==> config.mk <==
export PLATFORM = sky130hd
export DESIGN_NAME = sync_burst_sram
export DESIGN_NICKNAME = d
export VERILOG_FILES = /design/src/rtl/sync_burst_sram.sv
export SDC_FILE = /design/constraint.sdc
export NUM_CORES = 1
export LEC_CHECK = 0
export CAP_MARGIN = 15
export CORE_MARGIN = 1.5
export CORE_UTILIZATION = 60
export DETAILED_ROUTE_END_ITERATION = 8
export DONT_BUFFER_PORTS = 1
export PLACE_DENSITY = 0.85
export SYNTH_ARGS = -nofsm -noshare
export SYNTH_HDL_FRONTEND = slang
export SYNTH_SLANG_ARGS = --single-unit
==> constraint.sdc <==
create_clock -name clk -period 4.8 [get_ports clk]
set_input_delay 0.48 -clock clk [delete_from_list [all_inputs] [get_ports clk]]
set_output_delay 0.48 -clock clk [all_outputs]
set_load 0.01 [all_outputs]
==> src/rtl/sync_burst_sram.sv <==
module sync_burst_sram #(
  parameter int ADDR_W = 6,
  parameter int LANE_W = 9,
  parameter int LANES  = 2
) (
  input  logic                     clk,
  input  logic                     rst_n,
  input  logic [ADDR_W-1:0]        addr,
  input  logic                     adsp_n,
  input  logic                     adsc_n,
  input  logic                     adv_n,
  input  logic                     cs1_n,
  input  logic                     cs2,
  input  logic                     cs3_n,
  input  logic                     gwe_n,
  input  logic                     bwe_n,
  input  logic [LANES-1:0]         bsel_n,
  input  logic                     burst_lin,
  input  logic                     oe_n,
  input  logic [LANES*LANE_W-1:0]  din,
  output logic [LANES*LANE_W-1:0]  dout,
  output logic                     dout_en
);
  localparam int W     = LANES * LANE_W;
  localparam int WORDS = 1 << ADDR_W;

  logic [W-1:0]        mem [WORDS];
  logic                sel_q, rd_q, wr_q, rdv_q;
  logic [ADDR_W-1:2]   hi_q;
  logic [1:0]          base_q, ofs_q;
  logic [ADDR_W-1:0]   rd_addr_q;
  logic [W-1:0]        dout_q;

  logic                all_sel, p_go, c_go, start, wr_ask, access, is_wr, is_rd;
  logic [LANES-1:0]    lane_we;
  logic [1:0]          ofs_n, lo_n;
  logic [ADDR_W-1:0]   acc_addr;

  assign all_sel = !cs1_n && cs2 && !cs3_n;
  assign p_go    = !adsp_n && !cs1_n;
  assign c_go    = !adsc_n;
  assign start   = p_go || c_go;
  assign lane_we = {LANES{!gwe_n}} | ({LANES{!bwe_n}} & ~bsel_n);
  assign wr_ask  = |lane_we;

  assign ofs_n    = start ? 2'd0 : ofs_q + {1'b0, !adv_n};
  assign lo_n     = start ? addr[1:0] : (burst_lin ? base_q + ofs_n : base_q ^ ofs_n);
  assign acc_addr = start ? addr : {hi_q, lo_n};

  assign access = start ? all_sel : sel_q;
  assign is_wr  = access && wr_ask && !p_go;
  assign is_rd  = access && !is_wr;

  always_ff @(posedge clk) begin
    if (!rst_n) begin
      sel_q     <= 1'b0;
      rd_q      <= 1'b0;
      wr_q      <= 1'b0;
      rdv_q     <= 1'b0;
      hi_q      <= '0;
      base_q    <= '0;
      ofs_q     <= '0;
      rd_addr_q <= '0;
    end else begin
      if (start) begin
        sel_q  <= all_sel;
        hi_q   <= addr[ADDR_W-1:2];
        base_q <= addr[1:0];
      end
      ofs_q     <= ofs_n;
      rd_q      <= is_rd;
      wr_q      <= is_wr;
      rd_addr_q <= acc_addr;
      rdv_q     <= rd_q;
    end
  end

  always_ff @(posedge clk) begin
    if (rd_q) dout_q <= mem[rd_addr_q];
    for (int i = 0; i < LANES; i++)
      if (rst_n && is_wr && lane_we[i])
        mem[acc_addr][i*LANE_W +: LANE_W] <= din[i*LANE_W +: LANE_W];
  end

  assign dout    = dout_q;
  assign dout_en = !oe_n && rdv_q && !wr_q;
endmodule

==> metrics.md <==
| Metric | Value |
|---|---|
| DRC | `0` |
| Total number of vias | `24070` |
| FF+latch count, synth | `1188` |
| Minimum clock period | `3584 ps` |
| Worst setup path endpoint | `dout[4]` |
| Avg Inst Size Synth | `21.14 µm²` |
| # port buffers | `0` |
| Ys flop type | `edfxtp_1` |
| Final wirelength | `118700 µm` |
| Commonest cells after routing, fill and taps aside | `edfxtp_1, mux4_2, nor2_1` |
| Top cell type by total area after synthesis | `edfxtp_1` |
| Vert. Die Dim | `279.6 µm` |
| First-pass DRT Iterations | `8` |
| CTS max path bufs | `3` |
| VDD IR max | `274.2 µV` |
| Unique cell type count in the Yosys netlist | `47` |
| P_leak | `15.76 nW` |
| CTS clk-pin slew, worst paths | `60 ps` |
| Max-slew violations | `0` |
| GRT Total Usage | `0.3090` |
| Part of the cycle the worst path needs | `0.7467` |
| Core area | `0.07582 mm²` |
| Post-placement cell area | `0.04712 mm²` |
| Post-DRT Antenna Nets | `0` |
| Commonest non-fill, non-tap cell in the layout | `edfxtp_1` |
| Starting Density | `0.6054` |
| Final hold violations | `0` |
| HP Class | `input pin to register` |
| Setup TNS | `0 ps` |
| Total grt overflow | `0` |
| Drt first-iter violations | `4432` |
| FF-to-FF Start | `rd_addr_q[1]` |
| Top post-synthesis cells by area | `edfxtp_1, mux4_2, nor2_1` |
| CP max FO | `60` |
| Met3 Use GR | `0.08532` |
| Worst r2r path cells | `5` |
| Routed len/inst | `35.55 µm` |
| Io pins | `57` |
| Status | `complete, no violations` |
| Setup CP Type | `register to register` |
| FF/Latch Area | `0.03551 mm²` |
| Layout net count | `2305` |
| Initial antenna violation count | `5` |
| DP Worst Slack | `1117 ps` |
| Final std cells w/o fill | `3340` |
| Site Rows | `101` |
| Post-route cell area | `0.05138 mm²` |
| Layout overhead on the synthesized area | `11.93%` |
| YS warnings | `0` |
| Worst Path Required | `5120 ps` |
| Vias/cell | `7.205` |
| Busiest grt layer | `met2` |
| Die area | `0.07817 mm²` |
| Clock Skews | `40.70 ps` |
| CP Launch Point | `rd_addr_q[1]` |
| Synth Cell Area | `0.04590 mm²` |
| DIE WIDTH | `279.6 µm` |
| Layout cells sized above 1 | `0.2430` |
| Max-Cap Viols | `0` |
| Fmax achieved | `279.0 MHz` |
| Worst setup EP type | `register` |
| Fill cells | `4212` |
| Post-synth EDFFs | `1170` |
| # setup viols final | `0` |
| Post-synth ARST share | `0` |
| Reg2reg end | `dout[4]` |
| CTS root buffer | `clkbuf_16` |
| Hold slack | `24.13 ps` |
| Mapped Nets | `2211` |
| Least-Margin Pin Slew | `1297 ps` |
| RSZ-0062 raised after global routing | `false` |
| Pwr Density | `422.3 mW/mm²` |
| Layout Utilization | `0.6776` |
| Num CTS Buffers | `109` |
| Diode count | `0` |
| Placer Congestion | `0.8875` |
| CTS tree | `built` |
| Clock Latency Late Sink | `690 ps` |
| Internal reg-to-reg setup slack | `1220 ps` |
| Crit start category | `register` |
| Met1 Usage GRT | `0.4157` |
| Placed insts | `3109` |
| Largest net degree at the start of global routing | `91` |
| Setup ws final | `1216 ps` |
| DP HPWL | `66110 µm` |
| Clk sink count | `1188` |
| H-tree levels | `3` |
| Worst EP arrival | `3900 ps` |
| Multi-input logic area | `0.009709 mm²` |
| Vias in the first global route | `24230` |
| Tot Pwr | `21.70 mW` |
| First-pass GRT wire length | `171200 µm` |
| Sequential area share after synthesis | `0.7733` |
| Relative slew slack | `0.1346` |
| CTS resizes | `0` |
| Synth top area share | `0.7654` |
| Post-synthesis cell count | `2171` |
| Met2 Use GR | `0.4871` |
-- power breakdown --
part | internal, mW | leakage (nW) | total, mW | switching (mW)
clock | 5.14 | 1.81 | 8.98 | 3.84
sequential | 11.4 | 10.7 | 11.5 | 0.0640
combinational | 0.460 | 3.29 | 1.25 | 0.793
total | 17.0 | 15.8 | 21.7 | 4.70
-- critical path, stage by stage (launching register included) --
cell and delay (ps):
dfxtp_4 940, buf_12 450, mux4_2 570, nand2b_1 150, a311oi_1 770, a211oi_1 280
-- registers in the layout, indices dropped and copies added, names as in the netlist --
name	count
rdv_q	1
mem	1152
wr_q	1
hi_q	4
rd_addr_q	6
base_q	2
ofs_q	2
dout	18
sel_q	1
rd_q	1
-- layout make-up --
class | count | share of cell area
Clock inverter | 64 | 0.01344
Clock buffer | 144 | 0.05869
Inverter | 3 | 0.0002192
Tap cell | 978 | 0.02382
Timing Repair Buffer | 101 | 0.02372
Sequential cell | 1188 | 0.6911
Multi-Input combinational cell | 862 | 0.1890
-- cells in the mapped netlist, types with 12 or more instances --
master     instances
nand2_1          100
a21oi_1           17
dfxtp_1           18
mux4_2           273
a22oi_1           47
nor3_1            13
edfxtp_1        1170
clkbuf_1          27
buf_4             34
mux2_2            24
nor2_1           151
mux2i_1           54
o2111ai_1         12
nand3_1           30
nor2b_1           13
a211oi_1          23
buf_2             40
-- routing by layer --
layer / up-vias / part of all wire
li1: 9185 / -
met1: 12010 / 0.33
met2: 2452 / 0.48
met3: 413 / 0.15
met4: 6 / 0.046
met5: - / 0.00038
-- kinds of logic after synthesis --
logic type | count (synthesis) | share of synthesized area
simple gates | 363 | 0.03536
xor+xnor | 2 | 0.0006815
compound gates | 144 | 0.02312
buf+inv | 121 | 0.01540
flops | 1188 | 0.7733
fa+ha+maj | 2 | 0.0005451
mux | 351 | 0.1516
-- repair_timing --
item / CTS / global route
hold buffers: 23 / 0
endpoints found under the hold margin: 1167 / 0
buffers inserted: 0 / 0
-- worst min path at each step --
stage	startpoint	to	slack (ps)	cells past startpoint
floorplan	base_q[1]	base_q[1]	440	2
global placement	base_q[1]	base_q[1]	460	2
detailed placement	base_q[0]	base_q[0]	470	2
CTS	adsp_n	rd_q	9	2
global route	adsp_n	rd_q	40	2
finish	adsp_n	rd_q	20	2
Note: power is estimated with default switching activity, not from simulation.
